===== config.mk =====
export PLATFORM = sky130hd
export DESIGN_NAME = midi_byte_rx
export DESIGN_NICKNAME = d
export VERILOG_FILES = /design/src/rtl/midi_rx_pkg.sv /design/src/rtl/midi_rx_sync.sv /design/src/rtl/midi_rx_tick.sv /design/src/rtl/midi_rx_sampler.sv /design/src/rtl/midi_rx_fsm.sv /design/src/rtl/midi_byte_rx.sv
export SDC_FILE = /design/constraint.sdc
export NUM_CORES = 1
export LEC_CHECK = 0
export ABC_AREA = 1
export BUFFER_PORTS_ARGS = -buffer_cell sky130_fd_sc_hd__buf_4
export CORE_ASPECT_RATIO = 0.6
export CORE_MARGIN = 4
export CORE_UTILIZATION = 47
export CTS_CLUSTER_DIAMETER = 120
export DETAILED_ROUTE_END_ITERATION = 8
export GPL_TIMING_DRIVEN = 0
export PLACE_DENSITY = 0.65
export SLEW_MARGIN = 20
export SYNTH_ARGS = -nofsm -noshare
export SYNTH_HDL_FRONTEND = slang
export SYNTH_SLANG_ARGS = --single-unit

===== constraint.sdc =====
create_clock -name clk -period 1.9 [get_ports clk]
set_clock_uncertainty 0.15 [all_clocks]
set_input_delay 0.19 -clock clk [delete_from_list [all_inputs] [get_ports clk]]
set_output_delay 0.19 -clock clk [all_outputs]
set_load 0.02 [all_outputs]

===== src/rtl/midi_rx_pkg.sv =====
package midi_rx_pkg;

    // Receiver control state
    typedef enum logic [0:0] {
        ST_IDLE  = 1'b0,
        ST_FRAME = 1'b1
    } rx_state_e;

    // Three line samples taken on consecutive ticks, oldest first
    typedef struct packed {
        logic early;
        logic mid;
        logic late;
    } tri_sample_t;

    // Completed-frame result carried to the output register
    typedef struct packed {
        logic valid;
        logic err;
    } frame_flags_t;

    function automatic logic maj3(input tri_sample_t s);
        return (s.early & s.mid) | (s.early & s.late) | (s.mid & s.late);
    endfunction

endpackage


===== src/rtl/midi_rx_sync.sv =====
module midi_rx_sync #(
    parameter int STAGES = 2
) (
    input  logic clk,
    input  logic rst,
    input  logic async_in,
    output logic sync_out
);

    logic [STAGES-1:0] chain_q;

    genvar g;
    generate
        for (g = 0; g < STAGES; g++) begin : g_stage
            always_ff @(posedge clk) begin
                if (rst) begin
                    chain_q[g] <= 1'b1;
                end else if (g == 0) begin
                    chain_q[g] <= async_in;
                end else begin
                    chain_q[g] <= chain_q[(g == 0) ? 0 : g-1];
                end
            end
        end
    endgenerate

    assign sync_out = chain_q[STAGES-1];


    sync_delay_chk: assert property (@(posedge clk) disable iff (rst)
        !$stable(sync_out) |-> (sync_out == $past(async_in, 2)));

endmodule


===== src/rtl/midi_rx_tick.sv =====
module midi_rx_tick #(
    parameter int DIV = 8
) (
    input  logic clk,
    input  logic rst,
    output logic tick
);

    localparam int CW = (DIV > 1) ? $clog2(DIV) : 1;
    localparam logic [CW-1:0] LAST = CW'(DIV - 1);

    logic [CW-1:0] div_q;

    always_ff @(posedge clk) begin
        if (rst) begin
            div_q <= '0;
        end else if (div_q == LAST) begin
            div_q <= '0;
        end else begin
            div_q <= div_q + 1'b1;
        end
    end

    assign tick = !rst && (div_q == LAST);


    tick_gap_chk: assert property (@(posedge clk) disable iff (rst)
        tick |=> !tick);

endmodule


===== src/rtl/midi_rx_sampler.sv =====
module midi_rx_sampler
    import midi_rx_pkg::*;
#(
    parameter bit VOTE = 1'b0
) (
    input  logic clk,
    input  logic rst,
    input  logic tick,
    input  logic line,
    output logic fall_seen,
    output logic bit_val
);

    // hist_q[0] holds the value taken on the previous tick, hist_q[1] the one before
    logic [1:0]  hist_q;
    tri_sample_t win;

    always_ff @(posedge clk) begin
        if (rst) begin
            hist_q <= 2'b11;
        end else if (tick) begin
            hist_q <= {hist_q[0], line};
        end
    end

    assign win       = '{early: hist_q[1], mid: hist_q[0], late: line};
    assign fall_seen = tick && hist_q[0] && !line;

    generate
        if (VOTE) begin : g_vote
            assign bit_val = maj3(win);
        end else begin : g_single
            assign bit_val = win.mid;
        end
    endgenerate


    fall_on_tick_chk: assert property (@(posedge clk) disable iff (rst)
        fall_seen |-> (tick && !line));

endmodule


===== src/rtl/midi_rx_fsm.sv =====
module midi_rx_fsm
    import midi_rx_pkg::*;
#(
    parameter int DATA_BITS     = 8,
    parameter int TICKS_PER_BIT = 16
) (
    input  logic                 clk,
    input  logic                 rst,
    input  logic                 tick,
    input  logic                 fall_seen,
    input  logic                 bit_val,
    output logic [DATA_BITS-1:0] data_out,
    output logic                 valid_out,
    output logic                 err_out
);

    localparam int PW          = $clog2(TICKS_PER_BIT);
    localparam int FRAME_BITS  = DATA_BITS + 2;
    localparam int BW          = $clog2(FRAME_BITS);
    localparam logic [PW-1:0] DECIDE = PW'(TICKS_PER_BIT / 2);
    localparam logic [BW-1:0] STOP_IDX = BW'(FRAME_BITS - 1);

    rx_state_e            state_q;
    logic [PW-1:0]        phase_q;
    logic [BW-1:0]        bit_idx_q;
    logic [DATA_BITS-1:0] shift_q;
    logic [DATA_BITS-1:0] data_q;
    frame_flags_t         flags_q;
    logic                 decide;

    assign decide = tick && (state_q == ST_FRAME) && (phase_q == DECIDE);

    always_ff @(posedge clk) begin
        if (rst) begin
            state_q   <= ST_IDLE;
            phase_q   <= '0;
            bit_idx_q <= '0;
            shift_q   <= '0;
            data_q    <= '0;
            flags_q   <= '0;
        end else begin
            flags_q.valid <= 1'b0;
            case (state_q)
                ST_IDLE: begin
                    if (fall_seen) begin
                        state_q   <= ST_FRAME;
                        phase_q   <= '0;
                        bit_idx_q <= '0;
                    end
                end
                ST_FRAME: begin
                    if (tick) begin
                        phase_q <= phase_q + 1'b1;
                    end
                    if (decide) begin
                        if (bit_idx_q == '0) begin
                            if (bit_val) begin
                                state_q <= ST_IDLE;
                            end else begin
                                bit_idx_q <= bit_idx_q + 1'b1;
                            end
                        end else if (bit_idx_q == STOP_IDX) begin
                            state_q       <= ST_IDLE;
                            data_q        <= shift_q;
                            flags_q.valid <= 1'b1;
                            flags_q.err   <= !bit_val;
                        end else begin
                            shift_q   <= {bit_val, shift_q[DATA_BITS-1:1]};
                            bit_idx_q <= bit_idx_q + 1'b1;
                        end
                    end
                end
                default: state_q <= ST_IDLE;
            endcase
        end
    end

    assign data_out  = data_q;
    assign valid_out = flags_q.valid;
    assign err_out   = flags_q.err;


    reset_idle_chk: assert property (@(posedge clk) disable iff (rst)
        $past(rst) |-> (state_q == ST_IDLE && !valid_out));


    start_on_tick_chk: assert property (@(posedge clk) disable iff (rst)
        (state_q == ST_FRAME && $past(state_q) == ST_IDLE) |-> $past(tick));


    bit_idx_range_chk: assert property (@(posedge clk) disable iff (rst)
        bit_idx_q <= STOP_IDX);


    err_with_valid_chk: assert property (@(posedge clk) disable iff (rst)
        !$stable(err_out) |-> valid_out);


    valid_pulse_chk: assert property (@(posedge clk) disable iff (rst)
        valid_out |=> !valid_out);


    data_hold_chk: assert property (@(posedge clk) disable iff (rst)
        !valid_out |-> $stable(data_out));

endmodule


===== src/rtl/midi_byte_rx.sv =====
module midi_byte_rx #(
    parameter int DATA_BITS     = 8,
    parameter int TICK_DIV      = 8,
    parameter int TICKS_PER_BIT = 16,
    parameter int SYNC_STAGES   = 2,
    parameter bit VOTE          = 1'b0
) (
    input  logic                 clk,
    input  logic                 rst,
    input  logic                 rx_line,
    output logic [DATA_BITS-1:0] rx_byte,
    output logic                 rx_valid,
    output logic                 rx_frame_err
);

    logic line_s;
    logic tick;
    logic fall_seen;
    logic bit_val;

    midi_rx_sync #(.STAGES(SYNC_STAGES)) u_sync (
        .clk      (clk),
        .rst      (rst),
        .async_in (rx_line),
        .sync_out (line_s)
    );

    midi_rx_tick #(.DIV(TICK_DIV)) u_tick (
        .clk  (clk),
        .rst  (rst),
        .tick (tick)
    );

    midi_rx_sampler #(.VOTE(VOTE)) u_samp (
        .clk       (clk),
        .rst       (rst),
        .tick      (tick),
        .line      (line_s),
        .fall_seen (fall_seen),
        .bit_val   (bit_val)
    );

    midi_rx_fsm #(
        .DATA_BITS     (DATA_BITS),
        .TICKS_PER_BIT (TICKS_PER_BIT)
    ) u_fsm (
        .clk       (clk),
        .rst       (rst),
        .tick      (tick),
        .fall_seen (fall_seen),
        .bit_val   (bit_val),
        .data_out  (rx_byte),
        .valid_out (rx_valid),
        .err_out   (rx_frame_err)
    );

endmodule


==> results of run 1 <==
worst max path at each step:
stage                                    start                             end  slack (ps)
CTS                                        rst   u_fsm.shift_q[1]$_SDFFE_PP0P_         220
finish                                     rst   u_fsm.shift_q[1]$_SDFFE_PP0P_         220
detailed placement  u_tick.div_q[0]$_SDFF_PP0_   u_fsm.shift_q[1]$_SDFFE_PP0P_         260
global placement    u_tick.div_q[0]$_SDFF_PP0_   u_fsm.phase_q[1]$_SDFFE_PP0P_         300
global route                               rst   u_fsm.shift_q[1]$_SDFFE_PP0P_          40
floorplan           u_tick.div_q[0]$_SDFF_PP0_  u_fsm.data_out[1]$_SDFFE_PP0P_         400
flip-flops by register name, indices dropped and copies added, names as in the netlist, 3 cells and up:
| name | flops |
|---|---|
| u_fsm.bit_idx_q | 4 |
| u_fsm.phase_q | 4 |
| u_fsm.data_out | 8 |
| u_tick.div_q | 3 |
| u_fsm.shift_q | 8 |
metal layers:
layer  up-vias  track usage (%)  part of all wire, %
met1       552             22.3                   50
li1        619                -                    -
met5         -                0                    0
met4         0             6.69                 0.87
met2        29             23.1                   42
met3         2             4.30                  6.7
worst max-delay path: stages:
cell           delay, ps
dlygate4sd3_1        540
buf_4                160
inv_2                100
nand2_2               90
nor2_4               110
nand2_4               80
nor2_2               230
o21ai_0              110
nor2_1               120
cells in the mapped netlist, drive strengths merged:
| library cell | number |
|---|---|
| a21oi | 8 |
| a22oi | 1 |
| buf | 3 |
| clkbuf | 1 |
| dfxtp | 33 |
| ha | 7 |
| inv | 18 |
| nand2 | 26 |
| nand3 | 10 |
| nand4 | 1 |
| nor2 | 50 |
| o21ai | 19 |
| o22ai | 1 |
| or2 | 3 |
| xnor2 | 1 |
| xor2 | 1 |
cells by family after synthesis:
family / Yosys count
simple gates: 90
flops: 33
compound gates: 29
buf+inv: 22
fa+ha+maj: 7
xor+xnor: 2
area by class of cell:
class / instances / area, µm²
timing repair buffer: 14 / 110
tap: 42 / 52.6
fill: 279 / 1210
multi-input combinational: 128 / 654
sequential: 33 / 661
clock buffer: 7 / 86.3
buffer: 4 / 27.5
inverter: 18 / 67.6
what timing repair did:
action,in CTS,in global routing
endpoints found under the setup margin,0,0
hold buffers,2,0
endpoints found under the hold margin,4,0
power groups by stage:
stage               sequential [mW]  combinational, mW  clock [mW]
floorplan                     0.717             0.0198           0
global placement              0.717             0.0291           0
detailed placement            0.718             0.0313           0
CTS                           0.702             0.0347       0.518
global route                  0.703             0.0400       0.566
finish                        0.702             0.0340       0.513
placed cells by master (no fill, tap or decap), drive strengths merged:
cell type and instances:
xor2 1, xnor2 1, nand3 10, a22oi 1, ha 7, or2 3
nor2 50, nand4 1, a21oi 8, clkbuf 8, dlygate4sd3 2, o22ai 1
o21ai 19, dfxtp 33, inv 18, buf 15, nand2 26
==> results.json, run 1 <==
{
  "status": "completed",
  "grt_setup_unrepaired": "false",
  "fin_setup_tns_ps": 0,
  "gp_congestion": 0.777,
  "drv_slew": 0,
  "synthCells": 183,
  "crit_type": "primary input to flip-flop",
  "whs_endpoint": "u_tick.div_q[0]$_SDFF_PP0_",
  "hp-start": "u_tick.div_q[0]$_SDFF_PP0_",
  "drc": 0,
  "placed_cell_area_um2": 1550,
  "maxCapViolCount": 0,
  "netlist_area_um2": 1410,
  "critPathCaptureType": "flip-flop",
  "p_total_mw": 1.25,
  "hold_ws_ps": 268,
  "tightest_slew_ps": 356,
  "die_y_um": 50.4,
  "vias": 1202,
  "synth_top_area_cell": "dfxtp_1",
  "drt_iter0_markers": 70,
  "peakVddDrop_mv": 0.497,
  "synth_top_family_by_area": "simple AND/OR/NAND/NOR gates",
  "grt_pass1_vias": 1076,
  "synth_nets": 193,
  "grt-ovfl-total": 0,
  "synthXorXnorAreaFrac_pct": 1.24,
  "layout-drive-gt1-share_pct": 18.1,
  "setup_ws_ps": 216,
  "post_synth_fa_ha_maj_area_fraction_pct": 6.21,
  "routed_via_density": 4.89,
  "fin_crit_ps": 1680,
  "max_freq_mhz": 594,
  "p_int_mw": 1.00,
  "holdPathStages": 1,
  "seqPwrFrac_pct": 56.2,
  "synth-seq-cells": 33,
  "fp.dieW_um": 78.7,
  "final_core_util_pct": 57.8,
  "synth.area.top_cells": "dfxtp_1 (47%), nor2_1 (13%), ha_1 (6.2%), o21ai_0 (5.7%), nand2_1 (5.1%)",
  "cts_buffer_depth": 2,
  "grt_pass1_wl_mm": 4.93,
  "firstDrtPassIters": 4,
  "hpwl_mm": 2.03,
  "clkPwrFrac_pct": 41.1,
  "htreeDepth": 2,
  "drt_wl_total_mm": 2.76,
  "yosys_warnings": 0,
  "p_sw_mw": 0.247,
  "antenna_found_initial": 0,
  "port_buffers": 12,
  "p_leak_nw": 0.809,
  "syn_area_per_cell_um2": 7.71,
  "rows": 15,
  "path_max_fanout": 8,
  "setup_viol": 0,
  "ys_types": 24,
  "area.growth.synth_to_final_pct": 17.7,
  "finalHoldViolCount": 0,
  "clock-sinks": 33,
  "worstReg2RegEnd": "u_fsm.phase_q[1]$_SDFFE_PP0P_",
  "min_path_type": "flip-flop to flip-flop",
  "r2r_cells": 8,
  "synthMuxAreaShare_pct": 0,
  "synth_simple_gate_area_share_pct": 28.4,
  "rr_startpoint": "u_tick.div_q[0]$_SDFF_PP0_",
  "period_share_pct": 88.6,
  "clk_pin_slew_ps": 60,
  "synth_sequential_area_ratio_pct": 46.9,
  "relSlewSlack_pct": 76.3,
  "dieArea_um2": 3970,
  "pre_cts_slack_ps": 255,
  "pin_count": 13,
  "placedCellCount": 237,
  "post_drt_wl_per_cell_um": 11.2,
  "final_cells": 246,
  "cts_made_buffers": 5,
  "pwr-share-comb_pct": 2.7,
  "synth_top_area_share_pct": 46.9,
  "cts-root-buf": "clkbuf_8",
  "grt_max_degree": 11,
  "nets": 214,
  "cts_tree": "built",
  "power.density_nw_per_um2": 753,
  "insertion_delay_ps": 270,
  "r2r_slack_ps": 260,
  "synth_compound_area_share_pct": 10.6,
  "num_antenna_cells": 0,
  "cts-resized-gates": 0,
  "grt_usage_pct": 15.9,
  "startpoint_type": "primary input",
  "initial_utilization_pct": 49.1,
  "cp.required_ps": 1960,
  "fp.coreArea_um2": 2870,
  "crit_arrival_ps": 1740,
  "swShare_pct": 19.8,
  "ant_nets": 0,
  "fin_area_um2": 1660,
  "post_cts_buffers": 0
}
Note: power is estimated with default switching activity, not from simulation.
==> run 2, diff against run 1 <==
Settings changed: ABC_AREA 1 to 0, PLACE_DENSITY 0.65 to 0.66.
==> results.json, run 2 <==
{
  "status": "completed",
  "p_sw_mw": 0.268,
  "synth.area.top_cells": "dfxtp_1 (48%), mux2i_1 (12%), ha_1 (6.4%), nor2_1 (5.2%), nand3_1 (3.3%)",
  "synth-seq-cells": 33,
  "gp_congestion": 0.886,
  "cts_tree": "built",
  "grt_pass1_vias": 1061,
  "cp.required_ps": 1950,
  "setup_viol": 0,
  "layout-drive-gt1-share_pct": 22.4,
  "port_buffers": 11,
  "area.growth.synth_to_final_pct": 26.5,
  "num_antenna_cells": 0,
  "seqCellArea_um2": 662,
  "final_cells": 197,
  "synth_ff_type": "dfxtp_1",
  "grt-ovfl-total": 0,
  "hold_ws_ps": 30.1,
  "critical-path-max-stage-delay_ps": 480,
  "synth_top_area_share_pct": 48.5,
  "multiInputGateArea_um2": 694,
  "routed_via_density": 5.38,
  "clk_pin_slew_ps": 70,
  "maxCapViolCount": 0,
  "placedCellCount": 183,
  "peakVddDrop_mv": 0.513,
  "nets": 174,
  "hpwl_mm": 1.90,
  "grt_usage_pct": 15.1,
  "finalHoldViolCount": 0,
  "htreeDepth": 2,
  "netlist_area_um2": 1360,
  "ys_top_cells_by_count": "dfxtp_1 (33), nor2_1 (19), mux2i_1 (17), inv_1 (9), nand3_1 (9)",
  "seqPwrFrac_pct": 49.9,
  "yosys_warnings": 0,
  "clock-sinks": 33,
  "cts_made_buffers": 5,
  "final_cell_mix": "dfxtp_1 (32), nor2_1 (19), mux2i_1 (17)",
  "grt_max_degree": 11,
  "p_int_mw": 1.14,
  "crit_arrival_ps": 1920,
  "firstDrtPassIters": 4,
  "relSlewSlack_pct": 68.1,
  "ys_types": 30,
  "cp_cell_sequence": "ha_4 -> ha_4 -> and2_4 -> buf_6 -> nand2_4 -> or4_1 -> a31oi_1",
  "slowest_stage": "or4_1",
  "critPathCaptureType": "flip-flop",
  "synth_sequential_area_ratio_pct": 48.5,
  "startpoint_type": "flip-flop",
  "drv_slew": 0,
  "p_leak_nw": 0.801,
  "critPathMostFrequentCell": "ha_4",
  "synthCells": 140,
  "swShare_pct": 19.0,
  "cts-root-buf": "clkbuf_8",
  "path_max_fanout": 6,
  "ant_nets": 0,
  "pin_count": 13,
  "max_freq_mhz": 535,
  "grt_pass1_wl_mm": 4.54,
  "syn_area_per_cell_um2": 9.73,
  "rows": 14,
  "die_y_um": 49.7,
  "insertion_delay_ps": 280,
  "drc": 0,
  "drt_wl_total_mm": 2.71,
  "synth_nets": 150,
  "power.density_nw_per_um2": 818,
  "yosysMostFrequentCell": "dfxtp_1",
  "clkPwrFrac_pct": 47.6,
  "crit_type": "flip-flop to flip-flop",
  "synth_edf_count": 0,
  "period_share_pct": 98.4,
  "synth_top_area_cell": "dfxtp_1",
  "final_common_cell": "dfxtp_1",
  "fp.coreArea_um2": 2630,
  "fp.dieW_um": 77.5,
  "tightest_slew_ps": 479,
  "post_drt_wl_per_cell_um": 13.8,
  "vias": 1059,
  "min_path_type": "primary input to flip-flop",
  "drt_iter0_markers": 58,
  "initial_utilization_pct": 51.9,
  "async_reset_ff_share_pct": 0,
  "n_fill_cell": 214,
  "pwr-share-comb_pct": 2.5,
  "antenna_found_initial": 0,
  "cts_buffer_depth": 2,
  "dieArea_um2": 3850,
  "fin_crit_ps": 1870
}
==> run 2: cell count changes in the layout (fill, tap and decap cells not counted), moves of 3 or more <==
| cell | delta |
|---|---|
| nor2_1 | -28 |
| mux2i_1 | +17 |
| o21ai_0 | -14 |
| nand2_1 | -13 |
| inv_1 | -6 |
| nand2_2 | -6 |
| a21oi_1 | -4 |
| inv_2 | -3 |
| nor3_1 | +3 |
| o21ai_1 | -3 |
==> run 2: path summary, 6_finish.rpt <==
path / cells after the start / start / slack (ps) / endpoint
max: 7 / u_tick.div_q[0]$_SDFF_PP0_ / 30 / u_fsm.bit_idx_q[3]$_SDFFE_PP0P_
min: 3 / rst / 30 / u_samp.hist_q[0]$_SDFFE_PP1N_
max reg2reg: 7 / u_tick.div_q[0]$_SDFF_PP0_ / 30 / u_fsm.bit_idx_q[3]$_SDFFE_PP0P_
min reg2reg: 1 / u_tick.div_q[0]$_SDFF_PP0_ / 300 / u_tick.div_q[0]$_SDFF_PP0_
==> run 2: cells by family (layout without fill, tap and decap cells) <==
group	after synthesis	after routing	synth area share, %
muxes	17	17	12.5
AOI/OAI and AO/OA	14	14	7.35
adders and majority gates	7	7	6.43
DFF	33	33	48.5
xor gates and xnor gates	2	2	1.29
and+or+nand+nor	52	52	19.1
buffers and inverters	15	40	4.87
==> run 2: power groups by stage <==
stage	registers, mW	logic (mW)	clock network, mW
floorplan	0.716	0.0210	0
global placement	0.717	0.0277	0
detailed placement	0.717	0.0288	0
CTS	0.702	0.0339	0.686
global route	0.705	0.0392	0.723
finish	0.705	0.0347	0.672
==> run 2: routing by layer <==
| layer | global-route usage, % | routed length, µm | vias to the layer above |
|---|---|---|---|
| li1 | - | - | 528 |
| met1 | 18.2 | 1310 | 509 |
| met5 | 0 | 0 | - |
| met2 | 24.9 | 1260 | 20 |
| met3 | 5.09 | 121 | 2 |
| met4 | 5.92 | 12 | 0 |
==> run 2: timing repair <==
| item | 4_1_cts | 5_1_grt |
|---|---|---|
| setup buffers | 0 | 4 |
| hold buffers | 2 | 0 |
| setup endpoints to repair | 20 | 20 |
| pin swaps | 0 | 2 |
| hold endpoints to repair | 2 | 0 |
| gates resized for setup | 5 | 10 |
| cloned | 0 | 0 |
==> run 2: per-stage QoR <==
step	utilization (%)	worst slack [ps]	cell area, µm²	total power, mW	setup TNS, ps
finish	65.6	30.3	1720	1.41	0
global placement	56.5	-123	1490	0.744	-1340
floorplan	-	54.3	1360	0.737	0
detailed placement	56.5	-191	1490	0.746	-1940
CTS	62.5	-51.3	1640	1.42	-51.3
global route	65.6	-10.4	1720	1.47	-10.4
==> run 2: critical path: cells and delay by family, from the launching register on <==
family / cells / cell delay [ps]
flip-flops: 1 / 360
buffers and inverters: 1 / 120
adder cells (fa/ha/maj): 2 / 290
AND/OR/NAND/NOR: 3 / 690
AO/OA/AOI/OAI: 1 / 190
==> run 2: area by class of cell <==
class                           count  area share [%]
Clock buffer                        7            5.01
Tap cell                           32            2.32
Multi-Input combinational cell     92            40.3
Inverter                            9            1.96
Clock inverter                      1            1.74
Timing Repair Buffer               17            7.69
Sequential cell                    33            38.4
Buffer                              6            2.61
